## config.mk

```make
export PLATFORM = sky130hd
export DESIGN_NAME = updown_timer
export DESIGN_NICKNAME = d
export VERILOG_FILES = /design/src/rtl/tmr_pkg.sv /design/src/rtl/tmr_regs.sv /design/src/rtl/tmr_counter.sv /design/src/rtl/tmr_flags.sv /design/src/rtl/updown_timer.sv
export SDC_FILE = /design/constraint.sdc
export NUM_CORES = 1
export LEC_CHECK = 0
export ABC_AREA = 1
export ABC_CLOCK_PERIOD_IN_PS = 1300
export BUFFER_PORTS_ARGS = -buffer_cell sky130_fd_sc_hd__buf_2
export CORE_MARGIN = 1
export CORE_UTILIZATION = 58
export CTS_CLUSTER_DIAMETER = 120
export DETAILED_ROUTE_END_ITERATION = 7
export PLACE_DENSITY = 0.85
export SYNTH_ARGS = -nofsm -noshare
export SYNTH_HDL_FRONTEND = slang
export SYNTH_SLANG_ARGS = --single-unit
export TNS_END_PERCENT = 100
```

## constraint.sdc

```tcl
create_clock -name clk -period 1.3 [get_ports clk]
set_input_delay 0.195 -clock clk [delete_from_list [all_inputs] [get_ports clk]]
set_output_delay 0.195 -clock clk [all_outputs]
set_load 0.03 [all_outputs]
```

## src/rtl/tmr_pkg.sv

```systemverilog
package tmr_pkg;
  localparam int AW = 3;
  localparam int NF = 3;

  localparam logic [AW-1:0] ADDR_CTRL0 = 3'd0;
  localparam logic [AW-1:0] ADDR_CTRL1 = 3'd1;
  localparam logic [AW-1:0] ADDR_COUNT = 3'd2;
  localparam logic [AW-1:0] ADDR_CMPA  = 3'd3;
  localparam logic [AW-1:0] ADDR_CMPB  = 3'd4;
  localparam logic [AW-1:0] ADDR_IEN   = 3'd5;
  localparam logic [AW-1:0] ADDR_FLAGS = 3'd6;

  localparam int FLG_OVF = 0;
  localparam int FLG_A   = 1;
  localparam int FLG_B   = 2;

  typedef logic [2:0] tmr_mode_t;
  localparam tmr_mode_t MODE_NORMAL = 3'd0;
  localparam tmr_mode_t MODE_UPDOWN = 3'd1;
  localparam tmr_mode_t MODE_CLRCMP = 3'd2;
endpackage

```

## src/rtl/tmr_regs.sv

```systemverilog
module tmr_regs
  import tmr_pkg::*;
#(
  parameter int W = 8
) (
  input  logic            clk,
  input  logic            rst_n,
  input  logic            bus_wr,
  input  logic [AW-1:0]   bus_addr,
  input  logic [W-1:0]    bus_wdata,
  output tmr_mode_t       mode,
  output logic [2:0]      clksel,
  output logic [W-1:0]    cmp_a,
  output logic [W-1:0]    cmp_b,
  output logic [NF-1:0]   ien
);
  logic      we_ctrl0, we_ctrl1, we_cmpa, we_cmpb, we_ien;
  tmr_mode_t mode_d;
  logic [2:0] clksel_d;

  always_comb begin
    we_ctrl0 = bus_wr && (bus_addr == ADDR_CTRL0);
    we_ctrl1 = bus_wr && (bus_addr == ADDR_CTRL1);
    we_cmpa  = bus_wr && (bus_addr == ADDR_CMPA);
    we_cmpb  = bus_wr && (bus_addr == ADDR_CMPB);
    we_ien   = bus_wr && (bus_addr == ADDR_IEN);
    mode_d   = mode;
    clksel_d = clksel;
    if (we_ctrl0) mode_d[1:0] = bus_wdata[1:0];
    if (we_ctrl1) begin
      mode_d[2] = bus_wdata[3];
      clksel_d  = bus_wdata[2:0];
    end
  end

  always_ff @(posedge clk or negedge rst_n) begin
    if (!rst_n) begin
      mode   <= MODE_NORMAL;
      clksel <= '0;
    end else if (we_ctrl0 || we_ctrl1) begin
      mode   <= mode_d;
      clksel <= clksel_d;
    end
  end

  always_ff @(posedge clk or negedge rst_n) begin
    if (!rst_n)       cmp_a <= '0;
    else if (we_cmpa) cmp_a <= bus_wdata;
  end

  always_ff @(posedge clk or negedge rst_n) begin
    if (!rst_n)       cmp_b <= '0;
    else if (we_cmpb) cmp_b <= bus_wdata;
  end

  always_ff @(posedge clk or negedge rst_n) begin
    if (!rst_n)      ien <= '0;
    else if (we_ien) ien <= bus_wdata[NF-1:0];
  end
endmodule

```

## src/rtl/tmr_counter.sv

```systemverilog
module tmr_counter
  import tmr_pkg::*;
#(
  parameter int W = 8
) (
  input  logic         clk,
  input  logic         rst_n,
  input  logic         adv,
  input  tmr_mode_t    mode,
  input  logic [W-1:0] cmp_a,
  input  logic         cnt_wr,
  input  logic [W-1:0] cnt_wdata,
  output logic [W-1:0] cnt,
  output logic         at_top,
  output logic         at_bottom,
  output logic         ovf_evt
);
  localparam logic [W-1:0] MAXV = '1;
  localparam logic [W-1:0] ONE  = {{(W-1){1'b0}}, 1'b1};

  logic         dir_q, dir_d, step_down;
  logic [W-1:0] cnt_d;
  logic         cnt_en;

  assign at_top    = (cnt == MAXV);
  assign at_bottom = (cnt == '0);

  always_comb begin
    step_down = dir_q;
    dir_d     = dir_q;
    cnt_d     = cnt;
    ovf_evt   = 1'b0;
    cnt_en    = cnt_wr || adv;
    if (mode != MODE_UPDOWN) dir_d = 1'b0;
    if (cnt_wr) begin
      cnt_d = cnt_wdata;
    end else if (adv) begin
      if (mode == MODE_UPDOWN) begin
        if (at_top)         step_down = 1'b1;
        else if (at_bottom) step_down = 1'b0;
        dir_d   = step_down;
        cnt_d   = step_down ? (cnt - ONE) : (cnt + ONE);
        ovf_evt = step_down && (cnt == ONE);
      end else if ((mode == MODE_CLRCMP) && (cnt == cmp_a)) begin
        cnt_d   = '0;
        ovf_evt = at_top;
      end else begin
        cnt_d   = cnt + ONE;
        ovf_evt = at_top;
      end
    end
  end

  always_ff @(posedge clk or negedge rst_n) begin
    if (!rst_n)      cnt <= '0;
    else if (cnt_en) cnt <= cnt_d;
  end

  always_ff @(posedge clk or negedge rst_n) begin
    if (!rst_n) dir_q <= 1'b0;
    else        dir_q <= dir_d;
  end
endmodule

```

## src/rtl/tmr_flags.sv

```systemverilog
module tmr_flags #(
  parameter int N = 3
) (
  input  logic         clk,
  input  logic         rst_n,
  input  logic [N-1:0] set_vec,
  input  logic [N-1:0] clr_vec,
  input  logic [N-1:0] ien,
  output logic [N-1:0] flags,
  output logic [N-1:0] irq
);
  logic [N-1:0] flags_d;

  for (genvar i = 0; i < N; i++) begin : g_flag
    always_comb begin
      if (set_vec[i])      flags_d[i] = 1'b1;
      else if (clr_vec[i]) flags_d[i] = 1'b0;
      else                 flags_d[i] = flags[i];
    end

    always_ff @(posedge clk or negedge rst_n) begin
      if (!rst_n) flags[i] <= 1'b0;
      else        flags[i] <= flags_d[i];
    end
  end

  assign irq = flags & ien;
endmodule

```

## src/rtl/updown_timer.sv

```systemverilog
module updown_timer
  import tmr_pkg::*;
#(
  parameter int W = 8
) (
  input  logic          clk,
  input  logic          rst_n,
  input  logic          tick,
  input  logic          bus_wr,
  input  logic [2:0]    bus_addr,
  input  logic [W-1:0]  bus_wdata,
  output logic [W-1:0]  bus_rdata,
  input  logic          ack_ovf,
  input  logic          ack_cmp_a,
  input  logic          ack_cmp_b,
  output logic          flag_ovf,
  output logic          flag_cmp_a,
  output logic          flag_cmp_b,
  output logic          irq_ovf,
  output logic          irq_cmp_a,
  output logic          irq_cmp_b,
  output logic          cnt_top,
  output logic          cnt_bottom
);
  logic          rst_meta, rst_sync;
  tmr_mode_t     mode;
  logic [2:0]    clksel;
  logic [W-1:0]  cmp_a, cmp_b, cnt;
  logic [NF-1:0] ien, flags, irq, set_vec, clr_vec, ack_vec, wclr_vec;
  logic          adv, cnt_wr, ovf_evt, step_ok;

  always_ff @(posedge clk or negedge rst_n) begin
    if (!rst_n) begin
      rst_meta <= 1'b0;
      rst_sync <= 1'b0;
    end else begin
      rst_meta <= 1'b1;
      rst_sync <= rst_meta;
    end
  end

  tmr_regs #(.W(W)) u_regs (
    .clk(clk), .rst_n(rst_sync), .bus_wr(bus_wr), .bus_addr(bus_addr),
    .bus_wdata(bus_wdata), .mode(mode), .clksel(clksel),
    .cmp_a(cmp_a), .cmp_b(cmp_b), .ien(ien)
  );

  assign adv     = tick && (clksel != 3'd0);
  assign cnt_wr  = bus_wr && (bus_addr == ADDR_COUNT);
  assign step_ok = adv && !cnt_wr;

  tmr_counter #(.W(W)) u_cnt (
    .clk(clk), .rst_n(rst_sync), .adv(adv), .mode(mode), .cmp_a(cmp_a),
    .cnt_wr(cnt_wr), .cnt_wdata(bus_wdata), .cnt(cnt),
    .at_top(cnt_top), .at_bottom(cnt_bottom), .ovf_evt(ovf_evt)
  );

  always_comb begin
    set_vec          = '0;
    set_vec[FLG_OVF] = ovf_evt;
    set_vec[FLG_A]   = step_ok && (cnt == cmp_a);
    set_vec[FLG_B]   = step_ok && (cnt == cmp_b);
    ack_vec          = '0;
    ack_vec[FLG_OVF] = ack_ovf;
    ack_vec[FLG_A]   = ack_cmp_a;
    ack_vec[FLG_B]   = ack_cmp_b;
    wclr_vec = (bus_wr && (bus_addr == ADDR_FLAGS)) ? bus_wdata[NF-1:0] : '0;
    clr_vec  = ack_vec | wclr_vec;
  end

  tmr_flags #(.N(NF)) u_flags (
    .clk(clk), .rst_n(rst_sync), .set_vec(set_vec), .clr_vec(clr_vec),
    .ien(ien), .flags(flags), .irq(irq)
  );

  assign flag_ovf   = flags[FLG_OVF];
  assign flag_cmp_a = flags[FLG_A];
  assign flag_cmp_b = flags[FLG_B];
  assign irq_ovf    = irq[FLG_OVF];
  assign irq_cmp_a  = irq[FLG_A];
  assign irq_cmp_b  = irq[FLG_B];

  always_comb begin
    bus_rdata = '0;
    case (bus_addr)
      ADDR_CTRL0: bus_rdata[1:0] = mode[1:0];
      ADDR_CTRL1: begin
        bus_rdata[2:0] = clksel;
        bus_rdata[3]   = mode[2];
      end
      ADDR_COUNT: bus_rdata = cnt;
      ADDR_CMPA:  bus_rdata = cmp_a;
      ADDR_CMPB:  bus_rdata = cmp_b;
      ADDR_IEN:   bus_rdata[NF-1:0] = ien;
      ADDR_FLAGS: bus_rdata[NF-1:0] = flags;
      default:    bus_rdata = '0;
    endcase
  end
endmodule

```

==> results of run 1 <==
[routing by layer]
metal,GRT usage [%],overflow
met5,5.56,0
met4,57.1,2
met3,35.2,0
met2,86.8,0
met1,66.4,0
[cells by family after synthesis]
kind of cell,Yosys count,synth area share (%)
AND/OR/NAND/NOR,180,32.5
flip-flops,39,36.3
other,1,0.139
adder cells (fa/ha/maj),4,1.86
XOR/XNOR,13,4.23
buffers and inverters,66,10.7
AO/OA/AOI/OAI,59,14.4
[per-stage QoR]
step	setup WS [ns]	area, µm²	setup TNS (ns)
3_3_place_gp	-0.282	3360	-2.39
2_1_floorplan	-0.0957	2770	-0.590
3_5_place_dp	-0.298	3360	-2.98
4_1_cts	-0.325	3840	-5.22
[repair_timing]
action,4_1_cts
gates resized for setup,66
buffers inserted,19
endpoints found under the setup margin,22
pin swaps,26
endpoints found under the hold margin,2
hold buffers,1
==> results.tsv, run 1 <==
stage	metric	value	unit
run_status	status	aborted with a tool error	
run_status	Fail Step	5_1_grt	
run_status	Stop Error	[ERROR GRT-0232] Routing congestion too high. Check the congestion heatmap in the GUI.	
yosys	count leader, synth	nand2_1	
floorplan	Rows	24	
yosys	Commonest cells post-synth	nand2_1, inv_1, dfrtp_1	
placed_design	dpl cells	491	
placed_design	HPWL Detailed	6.17	mm
floorplan	Die H	70.1	µm
clock_network	CTS Root Cell	clkbuf_8	
yosys	fraction of registers with async set/reset	100	%
yosys	Synth area leaders	dfrtp_1, nand2_1, inv_1	
floorplan	Starting Density	60.9	%
yosys	register area share after synthesis	36.3	%
yosys	share of the synthesized area in the top cell type	36.3	%
yosys	FF+latch count, synth	39	
yosys	post-synth cell types	42	
floorplan	Boundary Pins	34	
clock_network	CTS max path bufs	2	
grt	GRT overflow	2	
yosys	Post-Syn Area	2690	µm²
placed_design	buffers added on ports	33	
grt	largest net degree at the start of global routing	38	
yosys	cell taking the most area after synthesis	dfrtp_1	
clock_network	H-tree lvl count	2	
placed_design	Placer Congestion	0.963	
clock_network	total CTS buffers	5	
clock_network	clk sinks	39	
yosys	number of synthesized flops with an enable pin	0	
yosys	ys flop type	dfrtp_1	
sta	worst ep type	sequential cell input	
floorplan	die width	70.1	µm
sta	grt repair worst endpoint	u_cnt.cnt[6]$_DFFE_PN0P_/D	
yosys	synthesized instance count	362	
yosys	Yosys Warn Count	0	
grt	Overall Global Routing Usage	62.6	%
yosys	Syn Area/Cell	7.43	µm²
yosys	Synthesized Nets	384	
==> run 2, diff against run 1 <==
- CORE_UTILIZATION: 58 -> 40
- CTS_CLUSTER_DIAMETER: 120 -> not set
- PLACE_DENSITY: 0.85 -> not set
- PLACE_DENSITY_LB_ADDON: not set -> 0.15
==> run 2 against run 1 <==
The flow now finishes, with violations (negative setup slack). Synthesized area is the same. Synthesized cell count is the same.
==> results.tsv, run 2 <==
stage	metric	value	unit	change
route	routed wire length	8.74	mm	
run	max-cap viol count	0		
yosys	number of synthesized flops with an enable pin	0		unchanged
yosys	share of the synthesized area in the top cell type	36.3	%	unchanged
yosys	Post-Syn Area	2690	µm²	unchanged
hold_path	hold path endpoint	u_flags.flags[1]		
grt	GRT overflow	0		
clock_network	CTS tree	done		
floorplan	Rows	29		+21%
critical_path	CP Capture Type	primary output		
finish	P&R area growth vs syn	56.9	%	
finish	top flop regs	u_cnt.cnt: 8 flops, u_regs.cmp_a: 8 flops, u_regs.cmp_b: 8 flops		
critical_path	Worst Reg2Reg Path Length in Cells	9		
run_status	violated checks	negative setup slack		
yosys	Compound-Gate Fraction of Synth Area	14.4	%	unchanged
critical_path	Crit Path Class	reg2out		
finish	commonest cells after routing, fill and taps aside	nand2_1, buf_4, inv_1		
critical_path	CP max FO	5		
power_and_ir_drop	Power, Total	7790	µW	
yosys	Commonest cells post-synth	nand2_1, inv_1, dfrtp_1		
critical_path	reg2reg setup slack	-0.28	ns	
critical_path	CP arrival	1.43	ns	
yosys	xor/xnor share of the synthesized area	4.23	%	unchanged
yosys	Syn Area/Cell	7.43	µm²	unchanged
clock_network	Skew-Pair Late Insertion Delay	0.30	ns	
sta	minimum hold slack	0.0671	ns	
grt	GR Util met3	3.96	%	
placed_design	Place WS	-0.312	ns	-0.0131 ns
placed_design	HPWL Detailed	6.06	mm	-1.7%
route	WL/cell	15.5	µm	
hold_path	Worst Hold Class	in2reg		
sta	post-layout min period	1.63	ns	
yosys	fraction of registers with async set/reset	100	%	unchanged
run_status	status	complete, but fails checks		
yosys	main combinational cell family by area after synthesis	simple AND/OR/NAND/NOR gates		
critical_path	Critical R2R Launch	u_cnt.cnt[0]		
route	DRT iter0 DRCs	166		
clock_network	CTS Root Cell	clkbuf_8		
grt	met1 GRT Util	33.0	%	
grt	vias in the first global route	2795		
yosys	count leader, synth	nand2_1		
clock_network	CTS clk-pin slew, worst paths	0.08	ns	
route	antenna-violating nets left	0		
hold_path	Hold Crit Depth	2		
yosys	Yosys Warn Count	0		unchanged
power_and_ir_drop	Power Density	1840	nW/µm²	
placed_design	Placer Congestion	0.911		-5.4%
floorplan	die width	84.0	µm	+20%
critical_path	crit path launch type	flip-flop		
clock_network	clk sinks	39		unchanged
sta	Hold Violations, Final	0		
yosys	FF+latch count, synth	39		unchanged
sta	Final Skew	0.00959	ns	
yosys	multiplexer share of the synthesized area	0	%	unchanged
finish	final std cells w/o fill	565		
clock_network	H-tree lvl count	2		unchanged
yosys	register area share after synthesis	36.3	%	unchanged
clock_network	CTS max path bufs	2		unchanged
route	Via Count	2897		
sta	Period Utilization, post-route	125	%	
grt	largest net degree at the start of global routing	38		
sta	Setup WS post-layout	-0.328	ns	
grt	grt peak-use layer	met2		
route	DRC Markers	0		
yosys	synthesized instance count	362		unchanged
hold_path	origin of the worst min-delay path	ack_cmp_a		
floorplan	Die H	84.0	µm	+20%
finish	commonest non-fill, non-tap cell in the layout	nand2_1		
critical_path	Required @ worst endpoint	1.11	ns	
yosys	Synth Area in Simple Gates	32.5	%	unchanged
yosys	synthesized-area fraction occupied by adder cells	1.86	%	unchanged
power_and_ir_drop	Lkg Pwr	0.00213	µW	
floorplan	Std-Cell Core Area	6420	µm²	
yosys	Synthesized Nets	384		unchanged
sta	Final setup viols	22		
grt	initial antenna violation count	0		
grt	Overall Global Routing Usage	25.6	%	
finish	n_diodes	0		
sta	max-slew violation count	0		
route	Vias/cell	5.13		
finish	share of cells above drive strength 1	47.1	%	
grt	met2 GRT Util	43.2	%	
floorplan	Boundary Pins	34		unchanged
sta	RSZ-0062 raised after global routing	yes		
yosys	post-synth cell types	42		unchanged
grt	first-pass GRT wire length	13.8	mm	
route	router iterations before antenna repair	4		
clock_network	total CTS buffers	5		unchanged
yosys	ys flop type	dfrtp_1		
yosys	Synth area leaders	dfrtp_1, nand2_1, inv_1		
finish	Final nets	509		
floorplan	die area	7060	µm²	
yosys	cell taking the most area after synthesis	dfrtp_1		
power_and_ir_drop	Peak VDD IR	0.000932	V	
floorplan	Starting Density	41.9	%	-19 points
placed_design	dpl cells	526		+7.1%
finish	post-layout util	65.7	%	
sta	FMAX	614	MHz	
placed_design	buffers added on ports	33		unchanged
critical_path	Worst R2R End	u_cnt.cnt[3]		
## run 2: cell counts after synthesis
No cell type changed its count.
## run 2: kinds of logic after synthesis
kind of cell             after synthesis
XOR/XNOR                              13
AO/OA/AOI/OAI                         59
buffers and inverters                 66
AND/OR/NAND/NOR                      180
flip-flops                            39
adder cells (fa/ha/maj)                4
other                                  1
## run 2: final cells by class
type                    instances  area [µm²]
inverters                      58         233
flip-flops and latches         39         986
multi-input cells             257        1740
clock inverters                 2        35.0
clock buffers                   6        82.6
repair buffers                126        1050
well taps                      77        96.3
fillers                       536        2200
## run 2: report_power, final
part	switching, µW	total [µW]	internal, µW	leakage (µW)
combinational	2310	4720	2400	0.00158
sequential	491	2000	1510	0.000484
clock	449	1070	621	0.0000612
## run 2: per-stage QoR
stage | TNS [ns] | area (µm²)
finish | -4.95 | 4220
global route | -6.25 | 4220
CTS | -4.64 | 4040
detailed placement | -3.75 | 3470
global placement | -4.01 | 3470
floorplan | -0.590 | 2770
## run 2: repair_timing
item / 4_1_cts / 5_1_grt
hold endpoints to repair: 2 / 0
endpoints found under the setup margin: 24 / 25
hold buffers: 1 / 0
resized for setup: 72 / 35
buffers inserted: 24 / 7
pin swaps: 28 / 19
## run 2: layer usage
metal	share of wire, %	vias to the layer above
met3	4.6	12
met4	1.5	0
li1	-	1417
met2	50	82
met1	43	1386
met5	0	-
## run 2: how the worst max path moves through the flow
stage            startpoint               end  slack [ns]  depth (start not counted)
3_5_place_dp   u_cnt.cnt[3]  u_flags.flags[0]       -0.31                          8
3_3_place_gp   u_cnt.cnt[3]  u_flags.flags[0]       -0.34                          8
4_1_cts        u_cnt.cnt[2]      bus_rdata[2]       -0.32                          5
6_report       u_cnt.cnt[2]      bus_rdata[2]       -0.33                          5
5_1_grt        u_cnt.cnt[0]      bus_rdata[0]       -0.37                          6
2_1_floorplan  u_cnt.cnt[1]      u_cnt.cnt[6]        -0.1                         13
## run 2: worst max-delay path, cell delays in order (launching register included)
cell and delay (ns):
dfrtp_2 0.49, inv_4 0.09, nor2_1 0.04, a221oi_1 0.20
o211ai_1 0.13, buf_4 0.19
(Power assumes the default switching activity.)
